--- src/rtl/cs_guard_pkg.sv ---
package cs_guard_pkg;

    typedef enum logic [1:0] {
        ST_IDLE    = 2'd0,
        ST_ACTIVE  = 2'd1,
        ST_WARN    = 2'd2,
        ST_RECOVER = 2'd3
    } guard_st_e;

endpackage

--- src/rtl/cs_guard_counter.sv ---
module cs_guard_counter #(
    parameter int W = 8,
    parameter logic [W-1:0] RST_VAL = '0
) (
    input  logic         clk,
    input  logic         rst_n,
    input  logic         load1,
    input  logic         inc,
    output logic [W-1:0] cnt
);

    localparam logic [W-1:0] TOP = {W{1'b1}};

    always_ff @(posedge clk or negedge rst_n) begin
        if (!rst_n) begin
            cnt <= RST_VAL;
        end else if (load1) begin
            cnt <= W'(1);
        end else if (inc && (cnt != TOP)) begin
            cnt <= cnt + W'(1);
        end
    end

endmodule

--- src/rtl/cs_guard_fsm.sv ---
module cs_guard_fsm
    import cs_guard_pkg::*;
#(
    parameter int LOW_W  = 16,
    parameter int HIGH_W = 8
) (
    input  logic              clk,
    input  logic              rst_n,
    input  logic              req_cs_n,
    input  logic              safe_pt,
    input  logic [LOW_W-1:0]  lo_cnt,
    input  logic [HIGH_W-1:0] hi_cnt,
    input  logic [LOW_W-1:0]  limit_eff,
    input  logic [LOW_W-1:0]  warn_th,
    input  logic [HIGH_W-1:0] rec_eff,
    input  logic [HIGH_W-1:0] gap_len,
    output logic              lo_load,
    output logic              lo_inc,
    output logic              hi_load,
    output logic              hi_inc,
    output logic              mem_cs_n,
    output logic              pause_req,
    output logic              resume,
    output logic              overrun
);

    guard_st_e st, nxt;
    logic      set_err;
    logic      rec_done, gap_ok, warn_now, at_limit, first_warn;

    assign rec_done   = (hi_cnt >= rec_eff);
    assign gap_ok     = (hi_cnt >= gap_len);
    assign warn_now   = (({1'b0, lo_cnt} + (LOW_W+1)'(1)) >= {1'b0, warn_th});
    assign at_limit   = (lo_cnt >= limit_eff);
    assign first_warn = (warn_th <= LOW_W'(1));

    // state register and sticky overrun flag
    always_ff @(posedge clk or negedge rst_n) begin
        if (!rst_n) begin
            st      <= ST_IDLE;
            overrun <= 1'b0;
        end else begin
            st <= nxt;
            if (set_err) begin
                overrun <= 1'b1;
            end
        end
    end

    // next state and counter control
    always_comb begin
        nxt     = st;
        lo_load = 1'b0;
        lo_inc  = 1'b0;
        hi_load = 1'b0;
        hi_inc  = 1'b0;
        set_err = 1'b0;
        unique case (st)
            ST_IDLE: begin
                if (!req_cs_n && gap_ok) begin
                    nxt     = first_warn ? ST_WARN : ST_ACTIVE;
                    lo_load = 1'b1;
                end else begin
                    hi_inc = 1'b1;
                end
            end
            ST_RECOVER: begin
                if (rec_done && !req_cs_n) begin
                    nxt     = first_warn ? ST_WARN : ST_ACTIVE;
                    lo_load = 1'b1;
                end else begin
                    if (rec_done) begin
                        nxt = ST_IDLE;
                    end
                    hi_inc = 1'b1;
                end
            end
            ST_ACTIVE: begin
                if (req_cs_n) begin
                    nxt     = ST_IDLE;
                    hi_load = 1'b1;
                end else if (at_limit) begin
                    nxt     = ST_RECOVER;
                    hi_load = 1'b1;
                    set_err = 1'b1;
                end else begin
                    lo_inc = 1'b1;
                    if (warn_now) begin
                        nxt = ST_WARN;
                    end
                end
            end
            ST_WARN: begin
                if (req_cs_n) begin
                    nxt     = ST_IDLE;
                    hi_load = 1'b1;
                end else if (safe_pt) begin
                    nxt     = ST_RECOVER;
                    hi_load = 1'b1;
                end else if (at_limit) begin
                    nxt     = ST_RECOVER;
                    hi_load = 1'b1;
                    set_err = 1'b1;
                end else begin
                    lo_inc = 1'b1;
                end
            end
        endcase
    end

    // outputs decoded from state
    always_comb begin
        mem_cs_n  = 1'b1;
        pause_req = 1'b0;
        resume    = 1'b0;
        unique case (st)
            ST_IDLE:    mem_cs_n = 1'b1;
            ST_ACTIVE:  mem_cs_n = 1'b0;
            ST_WARN: begin
                mem_cs_n  = 1'b0;
                pause_req = 1'b1;
            end
            ST_RECOVER: resume = rec_done;
        endcase
    end

endmodule

--- src/rtl/cs_low_guard.sv ---
module cs_low_guard #(
    parameter int LOW_W  = 16,
    parameter int HIGH_W = 8
) (
    input  logic              clk,
    input  logic              rst_n,
    input  logic              req_cs_n,
    input  logic              safe_pt,
    input  logic [LOW_W-1:0]  cfg_limit,
    input  logic [LOW_W-1:0]  cfg_margin,
    input  logic [HIGH_W-1:0] cfg_recover,
    input  logic [HIGH_W-1:0] cfg_gap,
    output logic              mem_cs_n,
    output logic              pause_req,
    output logic              resume,
    output logic              overrun
);

    localparam logic [HIGH_W-1:0] HI_FULL = {HIGH_W{1'b1}};

    logic [LOW_W-1:0]  limit_eff, warn_th, lo_cnt;
    logic [HIGH_W-1:0] rec_eff, rec_pick, hi_cnt;
    logic              lo_load, lo_inc, hi_load, hi_inc;

    // effective thresholds
    assign limit_eff = (cfg_limit == '0) ? LOW_W'(1) : cfg_limit;
    assign warn_th   = (limit_eff > cfg_margin) ? (limit_eff - cfg_margin) : LOW_W'(1);
    assign rec_pick  = (cfg_recover > cfg_gap) ? cfg_recover : cfg_gap;
    assign rec_eff   = (rec_pick == '0) ? HIGH_W'(1) : rec_pick;

    cs_guard_counter #(.W(LOW_W), .RST_VAL('0)) i_low_run (
        .clk   (clk),
        .rst_n (rst_n),
        .load1 (lo_load),
        .inc   (lo_inc),
        .cnt   (lo_cnt)
    );

    cs_guard_counter #(.W(HIGH_W), .RST_VAL(HI_FULL)) i_high_run (
        .clk   (clk),
        .rst_n (rst_n),
        .load1 (hi_load),
        .inc   (hi_inc),
        .cnt   (hi_cnt)
    );

    cs_guard_fsm #(.LOW_W(LOW_W), .HIGH_W(HIGH_W)) i_fsm (
        .clk       (clk),
        .rst_n     (rst_n),
        .req_cs_n  (req_cs_n),
        .safe_pt   (safe_pt),
        .lo_cnt    (lo_cnt),
        .hi_cnt    (hi_cnt),
        .limit_eff (limit_eff),
        .warn_th   (warn_th),
        .rec_eff   (rec_eff),
        .gap_len   (cfg_gap),
        .lo_load   (lo_load),
        .lo_inc    (lo_inc),
        .hi_load   (hi_load),
        .hi_inc    (hi_inc),
        .mem_cs_n  (mem_cs_n),
        .pause_req (pause_req),
        .resume    (resume),
        .overrun   (overrun)
    );

endmodule

--- config.mk ---
export PLATFORM = sky130hd
export DESIGN_NAME = cs_low_guard
export DESIGN_NICKNAME = d
export VERILOG_FILES = /design/src/rtl/cs_guard_pkg.sv /design/src/rtl/cs_guard_counter.sv /design/src/rtl/cs_guard_fsm.sv /design/src/rtl/cs_low_guard.sv
export SDC_FILE = /design/constraint.sdc
export NUM_CORES = 1
export LEC_CHECK = 0
export BUFFER_PORTS_ARGS = -buffer_cell sky130_fd_sc_hd__buf_2
export CELL_PAD_IN_SITES_DETAIL_PLACEMENT = 0
export CELL_PAD_IN_SITES_GLOBAL_PLACEMENT = 1
export CORE_ASPECT_RATIO = 0.9
export CORE_MARGIN = 1.5
export CORE_UTILIZATION = 40
export DETAILED_ROUTE_END_ITERATION = 6
export GPL_TIMING_DRIVEN = 0
export PLACE_DENSITY_LB_ADDON = 0.1
export SETUP_SLACK_MARGIN = 0.2
export SLEW_MARGIN = 10
export SYNTH_ARGS = -nofsm -noshare
export SYNTH_HDL_FRONTEND = slang
export SYNTH_HIERARCHICAL = 1
export SYNTH_SLANG_ARGS = --single-unit
--- constraint.sdc ---
create_clock -name clk -period 4.1 [get_ports clk]
set_clock_uncertainty 0.2 [all_clocks]
set_input_delay 0.82 -clock clk [delete_from_list [all_inputs] [get_ports clk]]
set_output_delay 0.82 -clock clk [all_outputs]
set_load 0.005 [all_outputs]
# == Yosys cells after proc, flatten, opt, wreduce, memory -nomap -nowiden ==
# Cells that the tools add are included.
# classes
n_addsub,4
n_lt_le_gt_ge,7
n_eq_ne,9
mux,42
reduce_logical,12
# op_table
cell,n
16-bit two-way mux,4
8-bit two-way mux,4
2-bit two-way mux,10
1-bit two-way mux,18
16-bit by 1-bit adder with 17-bit output (second input constant),1
17-bit by 16-bit >= comparator with 1-bit output,1
16-bit by 1-bit adder with 16-bit output (second input constant),1
16-bit >= comparator,1
8-bit >= comparator,2
16-bit greater-than comparator,1
16-bit by 1-bit less-or-equal comparator with 1-bit output (second input constant),1
16-bit logical NOT,1
16-bit != test (second input constant),1
16-bit subtractor,1
1-bit case mux with 2 select lines,5
8-bit by 1-bit adder with 8-bit output (second input constant),1
8-bit greater-than comparator,1
8-bit logical NOT,1
8-bit != test (second input constant),1
2-bit case mux with 4 select lines,1
2-bit == test (second input constant),2
1-bit logical AND,4
4-bit by 2-bit != test with 1-bit output (second input constant),1
4-bit by 3-bit != test with 1-bit output (second input constant),1
other kinds (8),9
# totals
reg_bits,27
inputBits,52
output_inout_bits,4
wordCells,78

# == Depth between registers and ports, before layout ==
# logic_depth
ltp_word,11
ltp_mapped,21
depth_no_buf,20

# == Modules after synthesis ==
# The synthesis kept the hierarchy.
# modules_own_cells
module,instances,cells_each,area_per_inst_um2,seq_area_each_um2
cs_guard_fsm,1,249,1834.3,75.1
cs_low_guard,1,208,1402.6,0.0
cs_guard_counter at i_low_run,1,98,943.4,400.4
cs_guard_counter at i_high_run,1,49,473.0,210.2

# == Least setup slack after synthesis ==
# OpenSTA, ideal clock, no wires.
# synth_path
path_type,input port to flip-flop
startpoint,input port cfg_limit[10]
endpoint,register i_fsm.st[1]
setup_ns,0.125
t_arrival_ns,4.213
required_ns,3.775
path_slack_ns,-0.438
stages,20
path_buffers,1
path_cell_list,nor4_1 > a41oi_1 > ha_1 > inv_1 > fa_1 > nand3_1 > a21oi_1 > nor3_1 > o211ai_1 > o31ai_2 > buf_2 > nor2_1 > inv_1 > ha_1 > a211oi_1 > nor2_1 > o41ai_1 > a31o_1 > a21oi_2 > mux2_4
# synth_between
elab_chain_cells,8
word_cells_on_any_way,17
cone_classes,1 x add/sub; 4 x order compare; 2 x eq/ne; 8 x mux; 2 x reduce/logical
# synth_rtl
element,line,rtl
from (decl),cs_low_guard.sv:9,"input logic [LOW_W-1:0] cfg_limit,"
16-bit logical NOT,cs_low_guard.sv:26,assign limit_eff = (cfg_limit == '0) ? LOW_W'(1) : cfg_limit;
16-bit two-way mux (*),cs_low_guard.sv:26,
16-bit subtractor / 16-bit greater-than comparator (equally long branches),cs_low_guard.sv:27,assign warn_th = (limit_eff > cfg_margin) ? (limit_eff - cfg_margin) : LOW_W'(1);
16-bit two-way mux (*),cs_low_guard.sv:27,
net warn_th[6],cs_low_guard.sv:21,"logic [LOW_W-1:0] limit_eff, warn_th, lo_cnt;"
16-bit by 1-bit less-or-equal comparator with 1-bit output,cs_guard_fsm.sv:35,assign first_warn = (warn_th <= LOW_W'(1));
2-bit two-way mux,"cs_guard_fsm.sv:61, cs_guard_fsm.sv:69",
2-bit two-way mux (on tied branches),"cs_guard_fsm.sv:68, cs_guard_fsm.sv:60",
2-bit case mux with 4 select lines,cs_guard_fsm.sv:58,unique case (st)
to (signal assigned),cs_guard_fsm.sv:43,st <= nxt;
to (decl),cs_guard_fsm.sv:27,"guard_st_e st, nxt;"
# The timed path passes the listed nets; every way through them passes the cells marked *. The select of a mux whose other input is x is not followed.
# A chain may end at the register's enable or synchronous reset.

# == Worst setup path after layout ==
# layout_path
startpoint,input port cfg_limit[11]
endpoint,register i_fsm.st[1]
# Same word-level chain as after synthesis.

==> summary by stage <==
Status
The run finished, with violations left. The final reports fail on setup timing.

Timing
Setup repair after global routing could not meet its margin everywhere. The least setup slack across all paths after layout is -635 ps. The fmax is 211 MHz.

For the pin with the worst max-slew slack, the measured transition is 914 ps. For the final routed database, the setup TNS stands at -1300 ps. The max-slew violation count was 0. Headroom to the max-slew limit came out at 0.386. The hold violation total from the final report is 0. The final setup violation count is 3.

The clock period minus final worst setup slack is 4740 ps. Of the available clock period, the critical path in the final layout requires 1.15.

Die
Pin placement for this block handled 56 I/O pins. The row count is 37. The die covers 12300 um2. The region available for standard cell placement spans 11400 um2. In this run the horizontal extent of the chip is 117 um. For this configuration, the core starts out at a cell density of 0.409. The die boundary height is 105 um.

Global routing
The first global-routing pass estimated 22600 um of wire. The initial antenna violation count is 0. In the global route stage, overall resource usage came out at 0.228. The total grt overflow is 0. The via count of the first global-routing pass is 4670. The largest net degree at the start of global routing is 28.

Clock tree
The CTS buffer count is 3. The clock insertion delay at the later pin of the skew report is 280 ps. The TritonCTS clock tree is yes. The clock drives 27 sinks. The buffer depth of the longest clock path is 2.

CTS placed an instance of sky130_fd_sc_hd__clkbuf_16 at the clock tree root. Clock-pin slew was measured on the worst setup and hold paths at 70 ps. The H-tree level count is 1.

Worst setup path
The data arrival at the endpoint of the critical path is 4690 ps. The origin of the worst setup path is cfg_limit[11]. The worst setup path is captured at a flop.

Counting cells, the worst reg-to-reg path comes to 14. The startpoint of the worst register-to-register path is i_low_run/cnt[2]. The kind of critical path is in2reg. Of all nets on the critical path, the largest fanout is 7. The required time of the critical path is 4060 ps. STA classifies the critical path startpoint as an input port.

Placed design
The detailed placement HPWL is 10300 um. At the end of routability-driven placement, the weighted congestion stood at 0.797. The port buffer count is 54. The worst slack after detailed placement is -1250 ps.

Hold path
Along the worst hold path, the cell count comes to 1. The source of the worst hold timing path is i_fsm/overrun. The path class of the lowest-slack min-delay path is reg2reg.

Yosys
The total of flip-flops plus latches after synthesis is 27. The share of the Yosys chip area taken by registers is 0.147. In this run, synthesis inferred 0 flip-flops with an integrated enable. The most area-hungry cell type in the Yosys netlist is sky130_fd_sc_hd__ha_1. For this run, the leading register cell type out of synthesis is sky130_fd_sc_hd__dfrtp_1. The share of synthesized area in the top cell type comes to 0.220.

The number of cells produced by synthesis is 604. The number of different library cells used by synthesis comes to 72. The share of async-settable or async-resettable flops after synthesis is 1.00.

By area the synthesized netlist is led by sky130_fd_sc_hd__ha_1, sky130_fd_sc_hd__dfrtp_1, sky130_fd_sc_hd__inv_1. The count of yosys warnings during synthesis is 6. The per-instance average area after synthesis is 7.70 um2. The mapped cell area is 4650 um2. The total nets after synthesis is 739.

Pwr
In this run the power spent charging and discharging nets is 0.887 mW. The fraction of power spent switching nets is 0.454. The share of total power dissipated in sequential elements is 0.223. The total power per unit cell area is 300 nW/um2. Across the VDD grid, the largest voltage drop is 0.000219 V. The internal power of the cells totals 1.07 mW. The clock share of power is 0.121. The total leakage power is 2.91 nW.

The share of total power dissipated in combinational logic is 0.656.

Layout
The area growth from synthesis to layout is 39.9%. At the end of the flow, the number of nets in the layout was 831. The fraction of final layout cells with drive strength greater than 1 is 0.387. The repair_antennas step left the layout with diodes totalling 0.

Run
Max-cap violations in this run came to 0.

Route
After the first detailed-routing iteration, the DRC count stood at 211. The DRC violation count after routing is 0. The detailed-route wire length per cell is 16.6 um.

For this block, the routed nets add up to 14100 um of wire. The post-route antenna net violation count is 0. The via count is 4705. The first detailed-routing pass took 4 iterations.

The via count normalized by instance count is 5.53.
## flip-flops by register name (all words and copies together) (netlist names)
register,cells
i_fsm/overrun,1
i_low_run/cnt,16
i_high_run/cnt,8
i_fsm/st,2
## placed cells by master, fill, tap and decap left out, types with 10 or more instances in the layout
| cell type | count |
|---|---|
| sky130_fd_sc_hd__a21o_1 | 12 |
| sky130_fd_sc_hd__a21oi_1 | 24 |
| sky130_fd_sc_hd__a21oi_2 | 18 |
| sky130_fd_sc_hd__buf_2 | 48 |
| sky130_fd_sc_hd__buf_4 | 25 |
| sky130_fd_sc_hd__buf_6 | 14 |
| sky130_fd_sc_hd__clkbuf_1 | 19 |
| sky130_fd_sc_hd__dfrtp_1 | 19 |
| sky130_fd_sc_hd__ha_1 | 62 |
| sky130_fd_sc_hd__ha_4 | 19 |
| sky130_fd_sc_hd__inv_1 | 71 |
| sky130_fd_sc_hd__inv_2 | 12 |
| sky130_fd_sc_hd__mux2_4 | 13 |
| sky130_fd_sc_hd__nand2_1 | 26 |
| sky130_fd_sc_hd__nand3_1 | 13 |
| sky130_fd_sc_hd__nand4_1 | 22 |
| sky130_fd_sc_hd__nor2_1 | 27 |
| sky130_fd_sc_hd__nor2_4 | 10 |
| sky130_fd_sc_hd__nor2b_1 | 10 |
| sky130_fd_sc_hd__o21ai_0 | 18 |
| sky130_fd_sc_hd__xnor2_1 | 16 |
## cell usage after synthesis, types with 12 or more instances
master,instances
sky130_fd_sc_hd__a21o_1,12
sky130_fd_sc_hd__a21oi_1,44
sky130_fd_sc_hd__clkbuf_1,22
sky130_fd_sc_hd__dfrtp_1,19
sky130_fd_sc_hd__ha_1,82
sky130_fd_sc_hd__inv_1,88
sky130_fd_sc_hd__mux2_2,12
sky130_fd_sc_hd__nand2_1,27
sky130_fd_sc_hd__nand3_1,17
sky130_fd_sc_hd__nand4_1,22
sky130_fd_sc_hd__nor2_1,41
sky130_fd_sc_hd__nor3_1,15
sky130_fd_sc_hd__nor4_1,13
sky130_fd_sc_hd__o21ai_0,24
sky130_fd_sc_hd__xnor2_1,16
## final cells by class
class                      count  area, um2
fill                        1082       4880
multi-input combinational    459       4360
sequential                    27        686
timing repair buffer          87        654
inverter                      88        348
tap                          156        195
buffer                        30        191
clock buffer                   3       75.1
clock inverter                 1       5.00
## logic make-up after synthesis
| logic type | count (synthesis) | share of synthesized area |
|---|---|---|
| compound gates | 137 | 0.196 |
| mux | 17 | 0.0409 |
| flops | 27 | 0.147 |
| simple gates | 198 | 0.247 |
| buf+inv | 118 | 0.0987 |
| xor+xnor | 24 | 0.0452 |
| fa+ha+maj | 83 | 0.225 |
## power groups by stage
stage / combinational (mW) / sequential (mW) / clock [mW]
after floorplan: 0.714 / 0.399 / 0
after global placement: 0.903 / 0.430 / 0
after detailed placement: 0.934 / 0.434 / 0
after CTS: 1.14 / 0.434 / 0.246
after global routing: 1.41 / 0.448 / 0.257
final: 1.28 / 0.436 / 0.237
## worst max-delay path: stages
cell and delay, ps:
sky130_fd_sc_hd__buf_8 100, sky130_fd_sc_hd__nor4_4 400, sky130_fd_sc_hd__a41oi_2 190, sky130_fd_sc_hd__ha_2 220
sky130_fd_sc_hd__inv_2 50, sky130_fd_sc_hd__fa_2 230, sky130_fd_sc_hd__nand3_4 80, sky130_fd_sc_hd__a21oi_4 190
sky130_fd_sc_hd__nor3_4 50, sky130_fd_sc_hd__o211ai_1 180, sky130_fd_sc_hd__buf_4 160, sky130_fd_sc_hd__o31ai_4 130
sky130_fd_sc_hd__buf_6 190, sky130_fd_sc_hd__nor2_2 130, sky130_fd_sc_hd__inv_1 60, sky130_fd_sc_hd__ha_1 270
sky130_fd_sc_hd__nand4_1 170, sky130_fd_sc_hd__nor3_2 240, sky130_fd_sc_hd__o41ai_2 100, sky130_fd_sc_hd__a31o_1 210
sky130_fd_sc_hd__a21oi_2 190, sky130_fd_sc_hd__mux2_4 310
## metal layers
layer / routed length (um) / part of all wire / track usage / vias up
li1: - / - / - / 2348
met5: 0 / 0 / 0 / -
met3: 601 / 0.042 / 0.0259 / 10
met2: 6720 / 0.47 / 0.383 / 96
met1: 6740 / 0.48 / 0.321 / 2251
met4: 83 / 0.0059 / 0.0301 / 0
## stage by stage
step	utilization	hold WS, ps	instances	instance area, um2	power [mW]
global placement	0.467	237	814	5320	1.33
floorplan	-	251	604	4850	1.11
CTS	0.530	261	842	6030	1.82
detailed placement	0.467	243	814	5320	1.37
global route	0.572	291	851	6510	2.11
finish	0.572	255	851	6510	1.95
## final timing paths
kind / slack, ps / to
setup / recovery: -640 / i_fsm/st[1]
hold / removal: 250 / i_fsm/overrun
setup reg to reg: 520 / i_fsm/st[1]
hold reg to reg: 250 / i_fsm/overrun
max in group asynchronous: 2900 / i_fsm/st[1]
min in group asynchronous: 380 / i_low_run/cnt[14]
## what timing repair did
action	4_1_cts	5_1_grt
buffers inserted	21	8
hold buffers	0	0
cloned	3	1
gates resized for setup	100	82
endpoints found under the setup margin	23	27
pin swaps	56	30
Power figures use the tool's default switching activity.
